**src/rtl/tef_pkg.sv**
```systemverilog
package tef_pkg;
  localparam int unsigned NUM_FLAGS = 4;
  localparam int unsigned BUS_W     = 8;
  // position of each event inside the upper nibble (bit 4 + index on the bus)
  localparam int unsigned IDX_WRAP  = 3;
  localparam int unsigned IDX_TICK  = 2;
  localparam int unsigned IDX_ACOV  = 1;
  localparam int unsigned IDX_ACED  = 0;
  localparam int unsigned FLAG_LSB  = BUS_W - NUM_FLAGS;

  typedef enum logic {
    SEL_FLAGS  = 1'b0,
    SEL_ENABLE = 1'b1
  } reg_sel_e;
endpackage

```
**src/rtl/tef_free_counter.sv**
```systemverilog
module tef_free_counter #(
  parameter int unsigned CNT_W = 16
) (
  input  logic             clk,
  input  logic             rst_n,
  output logic [CNT_W-1:0] count,
  output logic             wrap_pulse
);
  logic [CNT_W-1:0] cnt_q;

  always_ff @(posedge clk or negedge rst_n) begin
    if (!rst_n) cnt_q <= '0;
    else        cnt_q <= cnt_q + 1'b1;
  end

  // high in the cycle whose closing edge rolls the count back to zero
  assign wrap_pulse = (cnt_q == {CNT_W{1'b1}});
  assign count      = cnt_q;
endmodule

```
**src/rtl/tef_rti_divider.sv**
```systemverilog
module tef_rti_divider #(
  parameter int unsigned BASE_LOG2 = 13,
  parameter int unsigned RATE_W    = 2
) (
  input  logic              clk,
  input  logic              rst_n,
  input  logic              restart,
  input  logic [RATE_W-1:0] rate,
  output logic              tick
);
  localparam int unsigned DIV_W = BASE_LOG2 + (1 << RATE_W) - 1;

  logic [DIV_W-1:0] div_q;
  logic [DIV_W-1:0] last_val;

  // terminal count for the selected period 2^(BASE_LOG2+rate)
  always_comb begin
    last_val = '0;
    for (int i = 0; i < (1 << RATE_W); i++) begin
      if (rate == RATE_W'(i)) last_val = {DIV_W{1'b1}} >> ((1 << RATE_W) - 1 - i);
    end
  end

  assign tick = (div_q == last_val) && !restart;

  always_ff @(posedge clk or negedge rst_n) begin
    if (!rst_n)       div_q <= '0;
    else if (restart) div_q <= '0;
    else if (tick)    div_q <= '0;
    else              div_q <= div_q + 1'b1;
  end
endmodule

```
**src/rtl/tef_flag_bank.sv**
```systemverilog
module tef_flag_bank #(
  parameter int unsigned N = 4
) (
  input  logic         clk,
  input  logic         rst_n,
  input  logic [N-1:0] set_vec,
  input  logic [N-1:0] clr_vec,
  output logic [N-1:0] flags
);
  for (genvar g = 0; g < N; g++) begin : g_flag
    logic f_q;
    always_ff @(posedge clk or negedge rst_n) begin
      if (!rst_n)          f_q <= 1'b0;
      else if (set_vec[g]) f_q <= 1'b1;   // event beats a same-cycle clear
      else if (clr_vec[g]) f_q <= 1'b0;
    end
    assign flags[g] = f_q;
  end
endmodule

```
**src/rtl/tmr_evflag.sv**
```systemverilog
module tmr_evflag
  import tef_pkg::*;
#(
  parameter int unsigned CNT_W     = 16,
  parameter int unsigned TICK_LOG2 = 13,
  parameter int unsigned RATE_W    = 2
) (
  input  logic             clk,
  input  logic             rst_n,
  input  logic             bus_wr,
  input  logic             bus_sel,
  input  logic [BUS_W-1:0] bus_wdata,
  output logic [BUS_W-1:0] bus_rdata,
  input  logic             pa_ovf_evt,
  input  logic             pa_edge_evt,
  output logic [CNT_W-1:0] timer_count,
  output logic             irq_req
);
  localparam int unsigned PAD_W = FLAG_LSB - RATE_W;

  logic                 wr_flags, wr_enable;
  logic                 wrap_pulse, tick;
  logic [NUM_FLAGS-1:0] set_vec, clr_vec, flags_q, en_q;
  logic [RATE_W-1:0]    rate_q;
  logic                 unused_wbits;

  assign wr_flags  = bus_wr && (reg_sel_e'(bus_sel) == SEL_FLAGS);
  assign wr_enable = bus_wr && (reg_sel_e'(bus_sel) == SEL_ENABLE);

  tef_free_counter #(.CNT_W(CNT_W)) u_cnt (
    .clk        (clk),
    .rst_n      (rst_n),
    .count      (timer_count),
    .wrap_pulse (wrap_pulse)
  );

  tef_rti_divider #(.BASE_LOG2(TICK_LOG2), .RATE_W(RATE_W)) u_div (
    .clk     (clk),
    .rst_n   (rst_n),
    .restart (wr_enable),
    .rate    (rate_q),
    .tick    (tick)
  );

  always_comb begin
    set_vec           = '0;
    set_vec[IDX_WRAP] = wrap_pulse;
    set_vec[IDX_TICK] = tick;
    set_vec[IDX_ACOV] = pa_ovf_evt;
    set_vec[IDX_ACED] = pa_edge_evt;
  end

  assign clr_vec = wr_flags ? bus_wdata[BUS_W-1:FLAG_LSB] : '0;

  tef_flag_bank #(.N(NUM_FLAGS)) u_flags (
    .clk     (clk),
    .rst_n   (rst_n),
    .set_vec (set_vec),
    .clr_vec (clr_vec),
    .flags   (flags_q)
  );

  always_ff @(posedge clk or negedge rst_n) begin
    if (!rst_n) begin
      en_q   <= '0;
      rate_q <= '0;
    end else if (wr_enable) begin
      en_q   <= bus_wdata[BUS_W-1:FLAG_LSB];
      rate_q <= bus_wdata[RATE_W-1:0];
    end
  end

  assign unused_wbits = ^bus_wdata[FLAG_LSB-1:RATE_W];

  always_comb begin
    if (reg_sel_e'(bus_sel) == SEL_ENABLE) bus_rdata = {en_q, {PAD_W{1'b0}}, rate_q};
    else                                   bus_rdata = {flags_q, {FLAG_LSB{1'b0}}};
  end

  assign irq_req = |(flags_q & en_q);
endmodule

```
**config.mk**
```make
export PLATFORM = sky130hd
export DESIGN_NAME = tmr_evflag
export DESIGN_NICKNAME = d
export VERILOG_FILES = /design/src/rtl/tef_pkg.sv /design/src/rtl/tef_free_counter.sv /design/src/rtl/tef_rti_divider.sv /design/src/rtl/tef_flag_bank.sv /design/src/rtl/tmr_evflag.sv
export SDC_FILE = /design/constraint.sdc
export NUM_CORES = 1
export LEC_CHECK = 0
export BUFFER_PORTS_ARGS = -buffer_cell sky130_fd_sc_hd__buf_2
export CAP_MARGIN = 0
export CORE_MARGIN = 2
export CORE_UTILIZATION = 50
export CTS_CLUSTER_DIAMETER = 30
export CTS_CLUSTER_SIZE = 12
export DETAILED_ROUTE_END_ITERATION = 6
export PLACE_DENSITY = 0.77
export SKIP_CTS_REPAIR_TIMING = 1
export SYNTH_ARGS = -nofsm -noshare
export SYNTH_HDL_FRONTEND = slang
export SYNTH_SLANG_ARGS = --single-unit
```
**constraint.sdc**
```tcl
create_clock -name clk -period 3.1 [get_ports clk]
set_input_delay 0.155 -clock clk [delete_from_list [all_inputs] [get_ports clk]]
set_output_delay 0.155 -clock clk [all_outputs]
set_load 0.01 [all_outputs]
```
==> results of run 1 <==
## sequential cells by signal (all words and copies together), names as in the netlist
name and flops:
u_cnt.count 16, u_div.div_q 16, en_q 4, u_flags.g_flag.f_q 4, rate_q 2
## cell usage after synthesis, types with 3 or more instances
| master | number |
|---|---|
| xor2_1 | 6 |
| and2_1 | 3 |
| inv_1 | 4 |
| a21o_1 | 3 |
| nand4_1 | 7 |
| mux2_2 | 10 |
| buf_2 | 3 |
| nand2_1 | 14 |
| dfrtp_1 | 42 |
| nand3_1 | 11 |
| clkbuf_1 | 3 |
| nor3_1 | 22 |
| nor2b_1 | 3 |
| ha_1 | 3 |
| nor2_1 | 8 |
| xnor2_1 | 21 |
## area by class of cell
| type | count | area, um2 | area share [%] |
|---|---|---|---|
| clock buffers | 6 | 82.6 | 3.58 |
| well taps | 48 | 60.1 | 2.60 |
| inverters | 4 | 15.0 | 0.651 |
| multi-input cells | 131 | 891 | 38.6 |
| clock inverters | 1 | 30.0 | 1.30 |
| flip-flops and latches | 42 | 1050 | 45.6 |
| repair buffers | 35 | 178 | 7.70 |
## path summary, 6_finish.rpt
kind                                               to  slack (ns)  cells after the start
worst max-delay path                  u_div.div_q[15]        1.29                      4
worst min-delay path                   u_div.div_q[7]      -0.005                      1
worst max register to register        u_div.div_q[15]        1.29                      4
worst min register to register         u_cnt.count[0]        0.49                      1
max in group asynchronous             u_cnt.count[10]        2.54                      1
min in group clk                u_flags.g_flag[1].f_q        0.04                      2
## layer usage
layer,routed length [um],track usage [%],up-vias
met5,0,0,-
met4,15,6.12,0
met3,175,4.50,2
met2,1770,30.7,34
met1,1690,24.5,701
li1,-,-,702
## report_power, final
part | internal, mW | total, mW | switching [mW]
logic | 0.0565 | 0.111 | 0.0542
clock network | 0.258 | 0.432 | 0.175
registers | 0.580 | 0.615 | 0.0350
## cell families after synthesis
family / count (synthesis)
buf+inv: 12
fa+ha+maj: 3
xor+xnor: 27
compound gates: 11
mux: 10
flops: 42
simple gates: 78
other cells: 1
## metrics by stage
step                      util [%]  worst slack [ns]
after global placement        58.6              1.33
after CTS                     61.6              1.29
after floorplan                  -              1.45
after detailed placement      58.6              1.32
after global routing          61.6              1.16
final                         61.6              1.29
## cells in the final DEF, fill, tap and decap left out, types with 2 or more instances in the layout
cell and instances:
o21ai_0 2, nor2_1 8, nand3_1 11, nor2b_1 3, and2_1 3, ha_1 3, inv_1 4, clkbuf_8 6
nor4_1 2, a22oi_1 2, xnor2_1 21, nand2_1 14, a21o_1 3, nand4_1 7, or3_1 2, nor3_1 22
dfrtp_1 42, xor2_1 6, mux2_2 10, conb_1 2, buf_2 34
## worst max-delay path, stage by stage (launching register included)
cell      delay [ns]
dfrtp_1         0.43
nand4_1         0.26
or4_4           0.50
or3_1           0.33
a211oi_2        0.21
==> results_dict.tcl, run 1 <==
set metrics [dict create \
    status "finished, violations left" \
    violations "negative hold slack" \
    synth.area.top_cells "dfrtp_1, xnor2_1, mux2_2, nor3_1, nand3_1" \
    fillers 322 \
    overflow 0 \
    crit_start "u_div.div_q[2]" \
    crit_arrival_ns 2.01 \
    start_util_pct 53.3 \
    clk_path_buf_depth 2 \
    synthAdderAreaFrac_pct 1.88 \
    synth_enable_flop_cells 0 \
    cp_max_fo 5 \
    syn_avg_cell_area_um2 10.8 \
    hold_ws_ns -0.00546 \
    h-tree-depth 2 \
    via_per_inst 5.39 \
    cts_buffers 5 \
    cts.sinks 42 \
    dieArea_um2 4510 \
    min_period_ns 1.81 \
    wl_per_cell_um 13.7 \
    drt-total-wl_um 3660 \
    fin_crit_sh_pct 58.4 \
    ys_seq_area_share_pct 52.7 \
    gp_congestion 0.726 \
    maxSlewViolCount 0 \
    hold_path.class "in2async" \
    rsz0062_at_grt "no" \
    synth_compound_area_share_pct 4.20 \
    synth_top_area_cell "dfrtp_1" \
    drtIter0Drc 113 \
    nets 236 \
    rows 22 \
    syn_area_um2 1990 \
    drcViolationCount 0 \
    timing.rr.start "u_div.div_q[2]" \
    ys.flop_type "dfrtp_1" \
    drt-pass1-iter-count 4 \
    io_pins 39 \
    required_ns 3.30 \
    place_inst 260 \
    synthXorXnorAreaFrac_pct 11.9 \
    power_leakage_nw 1.03 \
    chipWidth_um 67.2 \
    setup_viol 0 \
    tritoncts "built" \
    power.density_nw_per_um2 502 \
    startpoint_type "register" \
    core-area_um2 3740 \
    antenna_found_initial 0 \
    synth_warnings 0 \
    yosys.area_share.simple_pct 20.7 \
    diodes 0 \
    power_mw 1.16 \
    grt_util_all_layers_pct 18.7 \
    synthCells 184 \
    grt_max_degree 43 \
    setup_tns_ns 0 \
    fin_cells 267 \
    crit_path_end_kind "register" \
    dpl-instance-area_um2 2190 \
    insertion_delay_ns 0.28 \
    synth_cell_types 32 \
    die_h_um 67.2 \
    worstMarginPinSlew_ns 0.900 \
    path_clk_slew_ns 0.08 \
    finalHoldViolCount 10 \
    netlist.area_leader.share_pct 52.7 \
    synth_mux_area_share_pct 5.65 \
    worstSetupPathType "reg2reg" \
    io_buffers 34 \
    maxCapViolations 0 \
    cts_root_buf "clkbuf_8" \
    synth_top_family_by_area "simple AND/OR/NAND/NOR gates" \
    synth_seq_cells 42 \
    grt_pass1_wl_um 6370 \
    vias 1439 \
    syn_to_final_growth_pct 15.7 \
    drive_gt1_share_pct 26.0 \
    fmax_mhz 552 \
    design_area_um2 2310 \
    first_global_vias 1397 \
    final_antenna_net_count 0 \
    peakVddDrop_v 0.000295 \
    async_reset_ff_share_pct 100 \
    finClkSkew_ns 0.00405 \
    relSlewSlack_pct 40.0 \
    hpwl_um 2460 \
]
Power figures use the tool's default switching activity.
==> run 2: changes to the inputs <==
Clock period 3.1 ns to 1.7 ns, I/O delays scaled along.
==> run 2 against run 1 <==
Wire length rose by 8.3%; hold slack improved by 0.022 ns; critical endpoint unchanged; critical path depth is the same; clock skew up 0.0020 ns; clock-buffer cell count down 1; the run now ends clean.
==> results_dict.tcl, run 2 (synthesized netlist as in run 1, its figures left out) <==
set metrics [dict create \
    path_clk_slew_ns 0.09 \
    fin_util_pct 66.1 \
    vias 1516 \
    final_antenna_net_count 0 \
    core-area_um2 3740 \
    start_util_pct 53.3 \
    via_per_inst 5.32 \
    required_ns 1.92 \
    fin_cells 285 \
    hpwl_um 2760 \
    cp_max_fo 3 \
    drive_gt1_share_pct 31.2 \
    gp_congestion 0.766 \
    setup_viol 0 \
    hold_path.class "in2reg" \
    drcViolationCount 0 \
    cts.sinks 42 \
    crit_start "u_div.div_q[9]" \
    crit_end "u_div.div_q[15]" \
    fin_crit_sh_pct 96.1 \
    wl_per_cell_um 13.9 \
    grt_util_all_layers_pct 19.7 \
    rows 22 \
    status "complete, no violations" \
    maxSlewViolCount 0 \
    die_h_um 67.2 \
    grt_pass1_wl_um 6710 \
    place_inst 274 \
    peakVddDrop_v 0.000736 \
    maxCapViolations 0 \
    drt-total-wl_um 3960 \
    overflow 0 \
    crit_arrival_ns 1.85 \
    diodes 0 \
    chipWidth_um 67.2 \
    io_buffers 34 \
    fmax_mhz 612 \
    regArea_um2 1050 \
    rrSetupSlack_ns 0.07 \
    syn_to_final_growth_pct 24.0 \
    finClkSkew_ns 0.00609 \
    antenna_found_initial 0 \
    timing.rr.start "u_div.div_q[9]" \
    h-tree-depth 2 \
    insertion_delay_ns 0.29 \
    clk_path_buf_depth 2 \
    reg2regPathDepth 4 \
    startpoint_type "register" \
    min_period_ns 1.63 \
    power_leakage_nw 1.12 \
    fillers 327 \
    multi_input_area_um2 896 \
    tritoncts "built" \
    cts_buffers 5 \
    layout_common_cells "dfrtp_1, buf_2, nor3_1" \
    r2r_end "u_div.div_q[15]" \
    dieArea_um2 4510 \
    drt-pass1-iter-count 4 \
    first_global_vias 1463 \
    drtIter0Drc 77 \
    worstSetupPathType "reg2reg" \
    power.density_nw_per_um2 938 \
    cts_root_buf "clkbuf_8" \
    grt_max_degree 23 \
    io_pins 39 \
    finalHoldViolCount 0 \
    crit_path_end_kind "register" \
    nets 253 \
    final_common_cell "dfrtp_1" \
]
-- run 2: changes by cell type in the layout (fill, tap and decap cells not counted) --
cell / change
o21ai_1: +1
o21ai_0: -1
clkbuf_8: -1
dfrtp_1: -1
buf_4: +14
or3_4: +1
dlygate4sd3_1: +3
or3_1: -1
bufinv_16: +1
clkinv_4: +1
dfrtp_2: +1
-- run 2: metrics by stage --
stage | power [mW] | cell area, um2 | hold slack (ns) | TNS [ns] | worst slack [ns]
final | 2.32 | 2470 | 0.0166 | 0 | 0.0671
after floorplan | 1.27 | 2000 | -0.211 | 0 | 0.0467
after global placement | 1.37 | 2300 | 0.0453 | 0 | 0.0801
after global routing | 2.43 | 2470 | 0.0157 | -0.00182 | -0.00182
after detailed placement | 1.38 | 2300 | 0.0570 | 0 | 0.0552
after CTS | 2.34 | 2440 | -0.272 | 0 | 0.0297
-- run 2: area by class of cell --
type	count	share of cell area, %
flip-flops and latches	42	42.5
multi-input cells	131	36.2
repair buffers	52	12.6
clock buffers	5	2.78
clock inverters	3	2.78
well taps	48	2.43
inverters	4	0.607
-- run 2: power breakdown --
part / switching, mW / leakage [nW] / internal [mW]
clock network: 0.361 / 0.0683 / 0.589
registers: 0.0491 / 0.543 / 1.06
logic: 0.127 / 0.507 / 0.137
-- run 2: worst max-delay path, cell delays in order, from the launching register on --
cell and delay, ns:
dfrtp_1 0.41, nand3_2 0.10, or4_4 0.54, or3_4 0.34, a211oi_2 0.17
-- run 2: how the worst min path moves through the flow --
stage	endpoint	depth (start not counted)	slack, ns	start
3_5_place_dp	u_div.div_q[8]	1	0.06	rst_n
3_3_place_gp	u_div.div_q[8]	1	0.05	rst_n
2_1_floorplan	en_q[0]	0	-0.21	rst_n
6_report	rate_q[0]	2	0.02	bus_wdata[0]
5_1_grt	rate_q[0]	2	0.02	bus_wdata[0]
4_1_cts	u_div.div_q[8]	1	-0.27	rst_n
-- run 2: per-layer routing --
metal  track usage, %  up-vias  wire, um
li1                 -      734         -
met1             26.1      742      1820
met2             32.2       38      1950
met3             5.00        2       189
met4             5.36        0         7
met5                0        -         0
